**src/rtl/mem_incr_pkg.sv**
```systemverilog
package mem_incr_pkg;
  localparam int WORD_W = 24;
  localparam int HALF_W = WORD_W / 2;

  typedef enum logic [1:0] {
    FLD_FULL = 2'b00,
    FLD_LO   = 2'b01,
    FLD_HI   = 2'b10,
    FLD_RSVD = 2'b11
  } fld_e;

  // Next value of the word with only the chosen field counted up.
  function automatic logic [WORD_W-1:0] bump_word(input logic [WORD_W-1:0] w,
                                                  input fld_e sel);
    logic [WORD_W-1:0] r;
    logic [HALF_W-1:0] h;
    r = w;
    case (sel)
      FLD_LO: begin
        h = w[HALF_W-1:0] + 1'b1;
        r = {w[WORD_W-1:HALF_W], h};
      end
      FLD_HI: begin
        h = w[WORD_W-1:HALF_W] + 1'b1;
        r = {h, w[HALF_W-1:0]};
      end
      default: r = w + 1'b1;
    endcase
    return r;
  endfunction

  // Zero test restricted to the chosen field.
  function automatic logic field_zero(input logic [WORD_W-1:0] w, input fld_e sel);
    logic z;
    case (sel)
      FLD_LO:  z = (w[HALF_W-1:0] == '0);
      FLD_HI:  z = (w[WORD_W-1:HALF_W] == '0);
      default: z = (w == '0);
    endcase
    return z;
  endfunction
endpackage

```
**src/rtl/mem_incr_ctrl.sv**
```systemverilog
module mem_incr_ctrl
  import mem_incr_pkg::*;
#(
  parameter int ADDR_W = 10
) (
  input  logic              clk,
  input  logic              rst_n,
  input  logic              req_valid,
  input  logic [ADDR_W-1:0] req_addr,
  input  logic [1:0]        req_field,
  output logic              rd_fire,
  output logic              wb_active,
  output logic [ADDR_W-1:0] addr_q,
  output fld_e              field_q
);
  typedef enum logic {ST_IDLE = 1'b0, ST_WB = 1'b1} st_e;
  st_e state_q;

  assign rd_fire   = req_valid && (state_q == ST_IDLE);
  assign wb_active = (state_q == ST_WB);

  always_ff @(posedge clk) begin
    if (!rst_n) begin
      state_q <= ST_IDLE;
      addr_q  <= '0;
      field_q <= FLD_FULL;
    end else begin
      case (state_q)
        ST_IDLE: if (rd_fire) begin
          state_q <= ST_WB;
          addr_q  <= req_addr;
          field_q <= fld_e'(req_field);
        end
        default: state_q <= ST_IDLE;
      endcase
    end
  end


  rd_then_wb_chk: assert property (@(posedge clk) disable iff (!rst_n)
    rd_fire |=> wb_active);

  no_back_to_back_wb_chk: assert property (@(posedge clk) disable iff (!rst_n)
    wb_active |=> !wb_active);
endmodule

```
**src/rtl/mem_incr_alu.sv**
```systemverilog
module mem_incr_alu
  import mem_incr_pkg::*;
(
  input  logic              clk,
  input  logic              rst_n,
  input  logic              active,
  input  fld_e              field,
  input  logic [WORD_W-1:0] rdata,
  output logic [WORD_W-1:0] wdata,
  output logic              is_zero
);
  assign wdata   = bump_word(rdata, field);
  assign is_zero = field_zero(wdata, field);


  lo_keeps_upper_chk: assert property (@(posedge clk) disable iff (!rst_n)
    (active && field == FLD_LO) |-> wdata[WORD_W-1:HALF_W] == rdata[WORD_W-1:HALF_W]);

  hi_keeps_lower_chk: assert property (@(posedge clk) disable iff (!rst_n)
    (active && field == FLD_HI) |-> wdata[HALF_W-1:0] == rdata[HALF_W-1:0]);
endmodule

```
**src/rtl/mem_incr_unit.sv**
```systemverilog
module mem_incr_unit
  import mem_incr_pkg::*;
#(
  parameter int ADDR_W = 10
) (
  input  logic              clk,
  input  logic              rst_n,
  input  logic              req_valid,
  input  logic [ADDR_W-1:0] req_addr,
  input  logic [1:0]        req_field,
  output logic              done,
  output logic              zero,
  output logic              mem_en,
  output logic              mem_we,
  output logic [ADDR_W-1:0] mem_addr,
  output logic [23:0]       mem_wdata,
  input  logic [23:0]       mem_rdata
);
  logic              rd_fire;
  logic              wb_active;
  logic [ADDR_W-1:0] addr_q;
  fld_e              field_q;
  logic              alu_zero;

  mem_incr_ctrl #(.ADDR_W(ADDR_W)) u_ctrl (
    .clk(clk), .rst_n(rst_n), .req_valid(req_valid), .req_addr(req_addr),
    .req_field(req_field), .rd_fire(rd_fire), .wb_active(wb_active),
    .addr_q(addr_q), .field_q(field_q)
  );

  mem_incr_alu u_alu (
    .clk(clk), .rst_n(rst_n), .active(wb_active), .field(field_q),
    .rdata(mem_rdata), .wdata(mem_wdata), .is_zero(alu_zero)
  );

  assign mem_en   = rd_fire | wb_active;
  assign mem_we   = wb_active;
  assign mem_addr = wb_active ? addr_q : req_addr;
  assign done     = wb_active;
  assign zero     = wb_active & alu_zero;


  zero_needs_done_chk: assert property (@(posedge clk) disable iff (!rst_n)
    zero |-> done);

  done_pulse_chk: assert property (@(posedge clk) disable iff (!rst_n)
    done |=> !done);

  wb_same_addr_chk: assert property (@(posedge clk) disable iff (!rst_n)
    (mem_en && !mem_we) |=> (mem_we && mem_addr == $past(mem_addr)));
endmodule

```
**config.mk**
```make
export PLATFORM = sky130hd
export DESIGN_NAME = mem_incr_unit
export DESIGN_NICKNAME = d
export VERILOG_FILES = /design/src/rtl/mem_incr_pkg.sv /design/src/rtl/mem_incr_ctrl.sv /design/src/rtl/mem_incr_alu.sv /design/src/rtl/mem_incr_unit.sv
export SDC_FILE = /design/constraint.sdc
export NUM_CORES = 1
export LEC_CHECK = 0
export ABC_CLOCK_PERIOD_IN_PS = 4700
export BUFFER_PORTS_ARGS = -buffer_cell sky130_fd_sc_hd__buf_4
export CORE_MARGIN = 3
export CORE_UTILIZATION = 49
export DETAILED_ROUTE_END_ITERATION = 8
export GPL_ROUTABILITY_DRIVEN = 0
export PLACE_DENSITY = 0.89
export SETUP_SLACK_MARGIN = 0.4
export SLEW_MARGIN = 0
export SYNTH_ARGS = -nofsm -noshare
export SYNTH_HDL_FRONTEND = slang
export SYNTH_HIERARCHICAL = 1
export SYNTH_SLANG_ARGS = --single-unit
export TNS_END_PERCENT = 5
```
**constraint.sdc**
```tcl
create_clock -name clk -period 4.7 [get_ports clk]
set_clock_uncertainty 0.2 [all_clocks]
set_input_delay 0.94 -clock clk [delete_from_list [all_inputs] [get_ports clk]]
set_output_delay 0.94 -clock clk [all_outputs]
set_load 0.005 [all_outputs]
```
=== Word level (Yosys, flattened, before mapping) ===
Index checks and enable logic that the tools add are counted.

* Add/subtract/negate cells: 3
* Multiply operators: 0
* Divide/modulo/power cells: 0
* Order comparisons: 0
* Equal/unequal tests: 2
* Shift-type cells: 0
* Mux-type cells: 4
* Bitwise logic cells: 4
* Reduce and logical (&&, ||, !) cells: 6

{| class="wikitable"
|+ Operators by type and width
! operator !! count
|-
| 24-bit case mux with 2 select lines || 1
|-
| 12-bit by 1-bit adder with 12-bit output (second input constant) || 2
|-
| 24-bit by 1-bit adder with 24-bit output (second input constant) || 1
|-
| 12-bit logical NOT || 2
|-
| 24-bit logical NOT || 1
|-
| 10-bit two-way mux || 1
|-
| 2-bit by 1-bit == test with 1-bit output (second input constant) || 1
|-
| 2-bit == test (second input constant) || 1
|-
| 1-bit NOT || 2
|-
| 1-bit case mux with 2 select lines || 1
|-
| 2-bit AND reduction || 1
|-
| 2-bit OR reduction || 1
|-
| 1-bit bitwise AND || 1
|-
| 1-bit logical AND || 1
|-
| 1-bit two-way mux || 1
|-
| 1-bit OR || 1
|}

* Flip-flop bits (word level): 13
* Bits in latches: 0
* RAM bits: 0
* Memory bits (read-only): 0
* Output and inout bits: 38
* Memories: 0

=== Depth between registers and ports, before layout ===
Gate-level depths: netlist of run 1.

* Depth after elaboration: 5
* Mapped depth: 13
* Depth with buffers taken out: 11

=== Hierarchy ===
The synthesis of run 1 kept the hierarchy.

{| class="wikitable"
|+ Modules (own cells, without submodules)
! module !! times used !! cells each !! area an instance (um2) !! sequential area each (um2)
|-
| mem_incr_alu || 1 || 172 || 1098.6 || 0.0
|-
| mem_incr_ctrl || 1 || 56 || 543.0 || 260.2
|-
| mem_incr_unit || 1 || 14 || 175.2 || 0.0
|}

=== Worst setup path before layout of run 1 ===
OpenSTA, ideal clock, no wires.

* Path type: input port to output port
* From: input mem_rdata[0]
* To: output zero
* Data arrival time: 3.150 ns
* Setup slack: 0.410 ns
* Stages: 10
* Buffers on the path: 0
* Path through: ha_1 nand3_1 or3_1 a31o_2 or4b_1 nor4b_2 nand4_1 a211o_1 o21ai_2 and2_2

* Cells in the longest elaborated chain, start to end: 5

{| class="wikitable"
|+ RTL lines
! element !! RTL line !! source
|-
| start, declared || mem_incr_unit.sv:17 || <nowiki>input logic [23:0] mem_rdata</nowiki>
|-
| 24-bit by 1-bit adder with 24-bit output / 12-bit by 1-bit adder with 12-bit output (equally long branches) || mem_incr_pkg.sv:27, mem_incr_pkg.sv:20 ||
|-
| 24-bit case mux with 2 select lines * || mem_incr_pkg.sv:18 || <nowiki>case (sel)</nowiki>
|-
| named net mem_wdata[6] || mem_incr_unit.sv:16 || <nowiki>output logic [23:0] mem_wdata,</nowiki>
|-
| 24-bit logical NOT / 12-bit logical NOT (equally long branches) || mem_incr_pkg.sv:38, mem_incr_pkg.sv:36 ||
|-
| 1-bit case mux with 2 select lines * || mem_incr_pkg.sv:35 || <nowiki>case (sel)</nowiki>
|-
| named net alu_zero || mem_incr_unit.sv:23 || <nowiki>logic alu_zero;</nowiki>
|-
| 1-bit bitwise AND * || mem_incr_unit.sv:40 || <nowiki>assign zero = wb_active & alu_zero;</nowiki>
|-
| end, declared || mem_incr_unit.sv:12 || <nowiki>output logic zero,</nowiki>
|}

Mark *: on every way through the listed nets, which the timed path passes. The rest lies on a longest branch.

=== Worst setup path in the final report of run 1 ===
* From: input mem_rdata[0]
* To: output zero

* Cells in the longest elaborated chain, start to end: 5

{| class="wikitable"
|+ RTL lines
! element !! RTL line !! source
|-
| 24-bit by 1-bit adder with 24-bit output / 12-bit by 1-bit adder with 12-bit output (equally long branches) || mem_incr_pkg.sv:27, mem_incr_pkg.sv:20 ||
|-
| 24-bit case mux with 2 select lines * || mem_incr_pkg.sv:18 ||
|-
| 24-bit logical NOT, or another cell as far along || mem_incr_pkg.sv:38 || <nowiki>default: z = (w == '0);</nowiki>
|-
| 1-bit case mux with 2 select lines * || mem_incr_pkg.sv:35 ||
|-
| named net alu_zero || mem_incr_unit.sv:23 ||
|-
| 1-bit bitwise AND * || mem_incr_unit.sv:40 ||
|}

Marks and branches as above.

==> run summary, run 1 <==
total CTS buffers -> 3
sequential fraction of design power -> 0.258
Layout area overhead -> 44.5%
Rows -> 21
vias post-DR -> 2268
setup tns final -> 0 ns
Post-Route WL -> 6.07 mm
CP bufs+invs -> 2
Initial DRC Count -> 322
FF-to-FF Start -> u_ctrl/wb_active$_SDFF_PP0_
worst-skew pair later-pin latency -> 0.24 ns
switch share -> 0.355
area leader, netlist -> dfxtp_1
number of port buffers -> 76
Worst Reg-to-Reg Cells -> 2
vias per cell -> 6.23
pwr dens -> 184 nW/µm²
Worst path max stage delay -> 0.49 ns
CP max stage cell -> or4b_4
die area -> 4470 µm²
htree depth -> 1
Clock power frac -> 0.205
Worst path depth -> 12
Syn Nets -> 285
CP arrival -> 3.29 ns
largest fanout on the critical path -> 5
layout cells sized above 1 -> 0.415
dominant combinational cell family by area after synthesis -> simple AND/OR/NAND/NOR gates
hold_buf cts -> 0
Synth Area in Compound Gates -> 0.241
simple-gate portion of the synthesized area -> 0.319
WHS Path Cells -> 2
critical path cell sequence -> buf_8 -> ha_4 -> nand3_4 -> or3_4 -> a31o_4 -> or4b_4 -> nor4b_4 -> nand4_1 -> a211o_1 -> o21ai_2 -> and2_4 -> buf_6
Final min period -> 4.43 ns
initial core utilization -> 0.528
Synth top area share -> 0.143
Area contributors post-synth -> dfxtp_1, mux2i_1, nand2_1, mux2_4, a211oi_1
Final ANT Viol Nets -> 0
post-synthesis xor/xnor area fraction -> 0.0193
Final Hold Viols -> 0
CP startpoint kind -> primary input
max-cap viol count -> 0
fillers -> 264
# DRC -> 0
Critical Path Start -> mem_rdata[0]
die width -> 66.9 µm
CTS tree -> built
I/O pins -> 77
post-synthesis sequential area ratio -> 0.143
drt first pass iters -> 5
Core Region -> 3440 µm²
min-delay worst type -> reg2reg
cell chosen for the clock root -> clkbuf_8
Setup crit end kind -> output port
EDFF count, synth -> 0
Cell Area, Synth -> 1820 µm²
Worst-path clk slew -> 0.05 ns
Cell variety after synth -> 57
worst slew pin tran -> 0.801 ns
Pint -> 0.000311 W
most common cell after layout, fill and taps aside -> buf_4
vias in the first global route -> 1996
Post-synth ARST share -> 0
fin crit share -> 0.942
worst setup path class -> in2out
Top delay family on crit path -> simple AND/OR/NAND/NOR gates
HPWL after DPL -> 4.22 mm
initial antenna violation count -> 0
post-synthesis mux area share -> 0.167
gr ovfl total -> 0
Die Y -> 66.9 µm
nets -> 362
largest net degree at the start of global routing -> 26
Syn. warnings -> 6
clock buffer depth -> 2
status -> finished, final reports clean
r2r setup slk -> 3.03 ns
Synth Area in Adders -> 0.0275
RSZ-0062 raised after global routing -> yes
Highest Clock Rate -> 0.226 GHz
ys flop type -> dfxtp_1
Max VDD drop -> 0.189 mV
first-pass GRT wire length -> 9.16 mm
Slew Limit Fails -> 0
syn avg cell area -> 7.51 µm²
worst min-delay path startpoint -> u_ctrl/addr_q[5]$_SDFFE_PN0P_
antenna diode count -> 0
final core utilization -> 0.763
Crit path required time -> 3.56 ns
Gate power share -> 0.537
Clock Sink Count -> 13
Yosys reg bits -> 13
Post-Synthesis Cells -> 242
Avg WL per Cell -> 16.7 µm
Slew headroom -> 0.465
commonest non-fill, non-tap cells in the layout -> buf_4, nand2_1, mux2i_1
Tot GR Track Use -> 0.260
sw power -> 0.000172 W
P_leak -> 1.18 nW
Final setup viols -> 0
==> registers in the layout, summed over array words and instances, names as in the netlist <==
| register | cells |
|---|---|
| u_ctrl/wb_active | 1 |
| u_ctrl/field_q | 2 |
| u_ctrl/addr_q | 10 |
==> cell usage after synthesis, types with 3 or more instances <==
cell and count:
nand2_1 38, mux2i_1 16, a21oi_1 13, dfxtp_1 13, nand3_1 12, o21ai_0 12
a211oi_1 9, mux2_4 8, nor2_1 8, inv_1 7, nand4_1 7, a21o_1 6
and3_1 6, buf_2 6, clkbuf_1 5, nor3_1 5, ha_1 4, nor4_1 4
a221oi_1 3, a31oi_1 3, and4_1 3, buf_4 3, buf_6 3, o311ai_0 3
or3_1 3, xor2_1 3
==> metal layers <==
layer  GRT usage  part of all wire  vias to the layer above  wire length, µm
met5           0                 0                        -                0
met4       0.119             0.026                        0              155
met3      0.0236             0.083                       17              502
met2       0.455              0.48                      144             2940
met1       0.319              0.41                     1036             2480
li1            -                 -                     1071                -
==> power groups by stage <==
stage	combinational (W)	sequential (W)	clock [W]
CTS	0.000240	0.000125	0.000102
detailed placement	0.000232	0.000127	0
global placement	0.000228	0.000126	0
global route	0.000279	0.000126	0.000108
finish	0.000259	0.000125	0.0000988
floorplan	0.000128	0.000124	0
==> worst reg2reg max path: stages (launching register included) <==
cell and delay (ns):
dfxtp_1 0.84, nor2b_4 0.25, and2_2 0.28
==> per-stage QoR <==
| stage | cell area [µm²] | total power (W) | instances | setup WS, ns | hold WS, ns |
|---|---|---|---|---|---|
| after floorplan | 1820 | 0.000252 | 242 | 0.410 | 0.231 |
| after global placement | 2390 | 0.000355 | 355 | 0.138 | 0.240 |
| after detailed placement | 2390 | 0.000359 | 355 | 0.0721 | 0.250 |
| after CTS | 2520 | 0.000466 | 362 | 0.220 | 0.257 |
| after global routing | 2630 | 0.000513 | 364 | 0.156 | 0.274 |
| final | 2630 | 0.000483 | 364 | 0.275 | 0.255 |
==> cell type report <==
type | instances | area (µm²) | area share
multi-input combinational | 204 | 1540 | 0.586
timing repair buffer | 90 | 698 | 0.266
sequential | 13 | 260 | 0.0991
tap | 46 | 57.6 | 0.0219
clock buffer | 4 | 45.0 | 0.0172
inverter | 7 | 26.3 | 0.0100
==> what timing repair did <==
action / in CTS / in global routing
gates resized for setup: 14 / 20
endpoints found under the setup margin: 1 / 1
pin swaps: 8 / 13
setup buffers: 3 / 2
==> path summary, 6_finish.rpt <==
kind                                                      end
worst max-delay path                                     zero
worst min-delay path            u_ctrl/addr_q[5]$_SDFFE_PN0P_
worst max register to register    u_ctrl/wb_active$_SDFF_PP0_
worst min register to register  u_ctrl/addr_q[5]$_SDFFE_PN0P_
==> logic make-up after synthesis <==
kind of cell / after synthesis
AND/OR/NAND/NOR: 106
AO/OA/AOI/OAI: 64
multiplexers: 26
buffers and inverters: 25
flip-flops: 13
XOR/XNOR: 4
adder cells (fa/ha/maj): 4
Note: power is estimated with default switching activity, not from simulation.
==> run 2, diff against run 1 <==
--- a/config.mk
+++ b/config.mk
@@ -5,10 +5,11 @@
 export SDC_FILE = /design/constraint.sdc
 export NUM_CORES = 1
 export LEC_CHECK = 0
+export ABC_AREA = 1
 export ABC_CLOCK_PERIOD_IN_PS = 4700
 export BUFFER_PORTS_ARGS = -buffer_cell sky130_fd_sc_hd__buf_4
 export CORE_MARGIN = 3
-export CORE_UTILIZATION = 49
+export CORE_UTILIZATION = 52
 export DETAILED_ROUTE_END_ITERATION = 8
 export GPL_ROUTABILITY_DRIVEN = 0
 export PLACE_DENSITY = 0.89
==> run summary, run 2 <==
gr ovfl total -> 0
I/O pins -> 77
initial core utilization -> 0.554
cell chosen for the clock root -> clkbuf_8
CP startpoint kind -> flip-flop
placed cell count -> 576
area leader, netlist -> nand2_1
vias per cell -> 5.46
Setup Fix Bufs, Post-CTS -> 0
initial antenna violation count -> 0
worst hold slack -> 0.286 ns
Post-Synthesis Cells -> 460
CTS tree -> built
# DRC -> 0
layout cells sized above 1 -> 0.221
Tot GR Track Use -> 0.288
largest net degree at the start of global routing -> 18
hold_buf cts -> 0
Rows -> 23
Cell Area, Synth -> 2280 µm²
Post-Route WL -> 7.43 mm
ys flop type -> dfxtp_1
clock buffer depth -> 2
max FFs per register -> 10
Post-synth ARST share -> 0
drt first pass iters -> 5
dpl ws -> 0.857 ns
vias post-DR -> 3165
Crit path required time -> 3.56 ns
Top delay family on crit path -> simple AND/OR/NAND/NOR gates
Clock Sink Count -> 13
post-synthesis xor/xnor area fraction -> 0.00384
post-synthesis mux area share -> 0
final core utilization -> 0.702
Final min period -> 3.90 ns
CP bufs+invs -> 6
nets -> 574
Post-Layout Cell Count -> 580
Synth Area in Adders -> 0.0220
Post-synth top cells -> nand2_1, inv_1, nor2_1, nand3_1, nor2_2
vias in the first global route -> 2861
largest fanout on the critical path -> 12
CP arrival -> 2.76 ns
Area contributors post-synth -> nand2_1, dfxtp_1, nand3_1, inv_1, nor2_1
Cell variety after synth -> 28
most frequent cell after synthesis -> nand2_1
Slew Limit Fails -> 0
HPWL after DPL -> 5.88 mm
fin crit share -> 0.829
syn avg cell area -> 4.96 µm²
number of port buffers -> 76
most common cell after layout, fill and taps aside -> nand2_1
commonest non-fill, non-tap cells in the layout -> nand2_1, buf_4, inv_1, nor2_1, nand3_1
min-delay worst type -> reg2reg
Initial DRC Count -> 284
Die Y -> 72.2 µm
antenna diode count -> 0
die width -> 72.2 µm
Highest Clock Rate -> 0.257 GHz
Synth Area in Compound Gates -> 0.0856
RSZ-0062 raised after global routing -> no
Worst-path clk slew -> 0.06 ns
Yosys reg bits -> 13
CP max stage cell -> ha_2
CP most frequent cell -> nand2_1
fillers -> 417
Final setup viols -> 0
Core Region -> 4120 µm²
post-synthesis sequential area ratio -> 0.114
pwr dens -> 178 nW/µm²
total CTS buffers -> 3
critical path cell sequence -> inv_1 -> ha_2 -> inv_2 -> nand2_2 -> inv_1 -> nand2_1 -> o21ai_0 -> inv_1 -> nor3_1 -> nand2_1 -> nor2_1 -> nand2_1 -> nor2_1 -> nand2_1 -> nand3_1 -> nand2_1 -> inv_1 -> buf_4
htree depth -> 1
status -> finished, final reports clean
worst-skew pair later-pin latency -> 0.25 ns
Slew headroom -> 0.583
worst slew pin tran -> 0.624 ns
simple-gate portion of the synthesized area -> 0.628
dominant combinational cell family by area after synthesis -> simple AND/OR/NAND/NOR gates
Max VDD drop -> 0.180 mV
Setup crit end kind -> output port
Avg WL per Cell -> 12.8 µm
Syn. warnings -> 6
Final Hold Viols -> 0
setup ws final -> 0.801 ns
die area -> 5210 µm²
P_leak -> 1.61 nW
EDFF count, synth -> 0
first-pass GRT wire length -> 12.3 mm
Final ANT Viol Nets -> 0
Synth top area share -> 0.286
largest reg by FF count -> u_ctrl/addr_q
max-cap viol count -> 0
Worst path max stage delay -> 0.38 ns
post-CTS resize count -> 0
worst setup path class -> reg2out
Syn Nets -> 503
Layout area overhead -> 26.7%
r2r setup slk -> 3.01 ns
setup tns final -> 0 ns
run 2: changes by cell type in the layout (fill, tap and decap cells not counted), moves of 8 or more:
cell,delta
buf_4,-9
inv_1,+56
mux2_4,-8
mux2i_1,-16
nand2_1,+137
nand3_1,+37
nor2_1,+56
nor2_2,+15
run 2: path summary, 6_finish.rpt:
kind	start	to	depth (start not counted)
max	u_ctrl/field_q[0]$_SDFFE_PN0P_	zero	18
min	u_ctrl/addr_q[6]$_SDFFE_PN0P_	u_ctrl/addr_q[6]$_SDFFE_PN0P_	2
max reg2reg	u_ctrl/wb_active$_SDFF_PP0_	u_ctrl/addr_q[2]$_SDFFE_PN0P_	4
min reg2reg	u_ctrl/addr_q[6]$_SDFFE_PN0P_	u_ctrl/addr_q[6]$_SDFFE_PN0P_	2
run 2: stage by stage:
stage,total power (W),area [µm²]
after floorplan,0.000286,2280
after global placement,0.000401,2840
after detailed placement,0.000407,2840
after CTS,0.000510,2880
after global routing,0.000551,2890
final,0.000515,2890
run 2: logic make-up after synthesis:
group | Yosys count
flip-flops | 13
buffers and inverters | 78
XOR/XNOR | 1
AO/OA/AOI/OAI | 36
adder cells (fa/ha/maj) | 4
AND/OR/NAND/NOR | 328
run 2: cell type report:
type	instances	area [µm²]	area share
Multi-Input combinational cell	369	1690	0.585
Timing Repair Buffer	77	578	0.200
Sequential cell	13	260	0.0901
Inverter	67	251	0.0871
Tap cell	50	62.6	0.0217
Clock buffer	4	45.0	0.0156
run 2: routing by layer:
metal | vias to the layer above | GRT usage | wire length, µm
met5 | - | 0 | 0
met4 | 0 | 0.109 | 156
met3 | 16 | 0.0346 | 665
met2 | 172 | 0.505 | 3540
met1 | 1414 | 0.358 | 3060
li1 | 1563 | - | -
run 2: where the power goes:
group / internal, W / total, W / switching, W
sequential: 0.000119 / 0.000126 / 0.00000711
combinational: 0.000121 / 0.000285 / 0.000164
clock: 0.0000601 / 0.000104 / 0.0000438
total: 0.000300 / 0.000515 / 0.000215
run 2: tightest hold or removal path, stage by stage, from the launching register on:
cell and delay, ns:
dfxtp_1 0.31, nor2_1 0.09, nor2_1 0.05
==> run 3, diff against run 2 <==
--- a/config.mk
+++ b/config.mk
@@ -5,11 +5,11 @@
 export SDC_FILE = /design/constraint.sdc
 export NUM_CORES = 1
 export LEC_CHECK = 0
-export ABC_AREA = 1
-export ABC_CLOCK_PERIOD_IN_PS = 4700
+export ABC_AREA = 0
+export ABC_CLOCK_PERIOD_IN_PS = 3650
 export BUFFER_PORTS_ARGS = -buffer_cell sky130_fd_sc_hd__buf_4
 export CORE_MARGIN = 3
-export CORE_UTILIZATION = 52
+export CORE_UTILIZATION = 49
 export DETAILED_ROUTE_END_ITERATION = 8
 export GPL_ROUTABILITY_DRIVEN = 0
 export PLACE_DENSITY = 0.89
==> constraint.sdc (replaced) <==
create_clock -name clk -period 3.65 [get_ports clk]
set_clock_uncertainty 0.2 [all_clocks]
set_input_delay 0.73 -clock clk [delete_from_list [all_inputs] [get_ports clk]]
set_output_delay 0.73 -clock clk [all_outputs]
set_load 0.005 [all_outputs]
==> run summary, run 3 (synthesized netlist as in run 1, its figures left out) <==
status -> complete, but fails checks
failing checks -> DRC, setup timing
final core utilization -> 0.938
worst setup path class -> reg2out
pwr dens -> 236 nW/µm²
switch share -> 0.381
Layout area overhead -> 77.7%
Highest Clock Rate -> 0.235 GHz
min-delay worst type -> reg2reg
Avg WL per Cell -> 23.9 µm
first-pass GRT wire length -> 12.6 mm
largest fanout on the critical path -> 6
Die Y -> 66.9 µm
hold_buf cts -> 0
Post-Route WL -> 10.3 mm
layout cells sized above 1 -> 0.561
initial core utilization -> 0.528
# DRC -> 1
sw power -> 0.000290 W
die area -> 4470 µm²
initial antenna violation count -> 0
max-cap viol count -> 0
setup tns final -> -0.612 ns
Gate power share -> 0.623
nets -> 431
I/O pins -> 77
Rows -> 21
largest reg by FF count -> u_ctrl/addr_q
P_leak -> 1.55 nW
CP arrival -> 3.33 ns
Worst-path clk slew -> 0.06 ns
max FFs per register -> 10
setup ws final -> -0.612 ns
fin crit share -> 1.17
Core Region -> 3440 µm²
largest net degree at the start of global routing -> 26
gr ovfl total -> 0
vias post-DR -> 3071
sequential fraction of design power -> 0.209
clock buffer depth -> 2
CTS tree -> built
worst slew pin tran -> 0.505 ns
Pint -> 0.000472 W
RSZ-0062 raised after global routing -> yes
total CTS buffers -> 3
vias per cell -> 7.09
Crit path required time -> 2.72 ns
cell chosen for the clock root -> clkbuf_8
Clock power frac -> 0.168
htree depth -> 1
Slew Limit Fails -> 0
Tot GR Track Use -> 0.362
Max VDD drop -> 0.250 mV
most common cell after layout, fill and taps aside -> buf_4
Final setup viols -> 1
Final ANT Viol Nets -> 0
Setup crit end kind -> output port
die width -> 66.9 µm
worst-skew pair later-pin latency -> 0.24 ns
HPWL after DPL -> 5.50 mm
drt first pass iters -> 9
Initial DRC Count -> 531
vias in the first global route -> 2734
antenna diode count -> 0
Clock Sink Count -> 13
Slew headroom -> 0.659
total power -> 0.000762 W
Final Hold Viols -> 0
commonest non-fill, non-tap cells in the layout -> buf_4, nand2_1, mux2i_1
CP startpoint kind -> flip-flop
Final min period -> 4.26 ns
worst hold slack -> 0.287 ns
number of port buffers -> 76
[run 3: cell types whose count changed in the layout (fill, tap and decap cells not counted), sizes merged, moves of 4 or more]
cell    delta
nand2    -145
buf       +82
nor2      -76
inv       -60
nand3     -36
mux2i     +16
mux2      +10
a211oi     +9
a21o       +6
nor4       +6
and3       +5
o21ai      -4
[run 3: critical path, cell delays in order, from the launching register on]
cell and delay (ns):
dfxtp_2 0.36, inv_2 0.06, ha_4 0.25, buf_6 0.14, nor2_4 0.12, buf_4 0.18
nor4_1 0.07, a31o_1 0.23, or4b_4 0.56, nor4b_4 0.31, nand4_1 0.20, a211o_1 0.31
o21ai_2 0.06, and2_4 0.15, buf_6 0.09
[run 3: per-stage QoR]
stage                     instances  area, µm²  worst slack [ns]
after CTS                       432       3090            -0.434
after floorplan                 242       1840            -0.118
after global routing            433       3230            -0.617
final                           433       3230            -0.612
after global placement          423       2920            -0.348
after detailed placement        423       2920            -0.463
[run 3: repair_timing]
item                       4_1_cts  5_1_grt
gates resized for setup         20       32
buffers inserted                 5        1
cloned                           0        0
setup endpoints to repair        8       14
pin swaps                       11       20
[run 3: final timing paths]
kind | end | slack [ns] | cells after the start | startpoint
setup / recovery | zero | -0.61 | 14 | u_ctrl/field_q[0]$_SDFFE_PN0P_
hold / removal | u_ctrl/addr_q[3]$_SDFFE_PN0P_ | 0.29 | 2 | u_ctrl/addr_q[3]$_SDFFE_PN0P_
setup reg to reg | u_ctrl/addr_q[8]$_SDFFE_PN0P_ | 2.18 | 4 | u_ctrl/wb_active$_SDFF_PP0_
hold reg to reg | u_ctrl/addr_q[3]$_SDFFE_PN0P_ | 0.29 | 2 | u_ctrl/addr_q[3]$_SDFFE_PN0P_
[run 3: metal layers]
layer / share of wire / wire [µm] / vias to the layer above / GRT usage
li1: - / - / 1203 / -
met1: 0.33 / 3370 / 1348 / 0.383
met2: 0.45 / 4630 / 369 / 0.657
met3: 0.11 / 1180 / 151 / 0.0826
met4: 0.11 / 1160 / 0 / 0.187
met5: 0 / 0 / - / 0
[run 3: power by group through the flow]
| stage | logic, W | registers (W) | clock network [W] |
|---|---|---|---|
| final | 0.000475 | 0.000159 | 0.000128 |
| after global routing | 0.000495 | 0.000160 | 0.000136 |
| after CTS | 0.000409 | 0.000158 | 0.000128 |
| after detailed placement | 0.000388 | 0.000160 | 0 |
| after global placement | 0.000374 | 0.000158 | 0 |
| after floorplan | 0.000167 | 0.000159 | 0 |
[run 3: cell type report]
cell class                 count  area (µm²)
inverter                       7        26.3
fill                         107         214
clock buffer                   4        45.0
tap                           46        57.6
sequential                    13         263
multi-input combinational    204        1610
timing repair buffer         159        1230
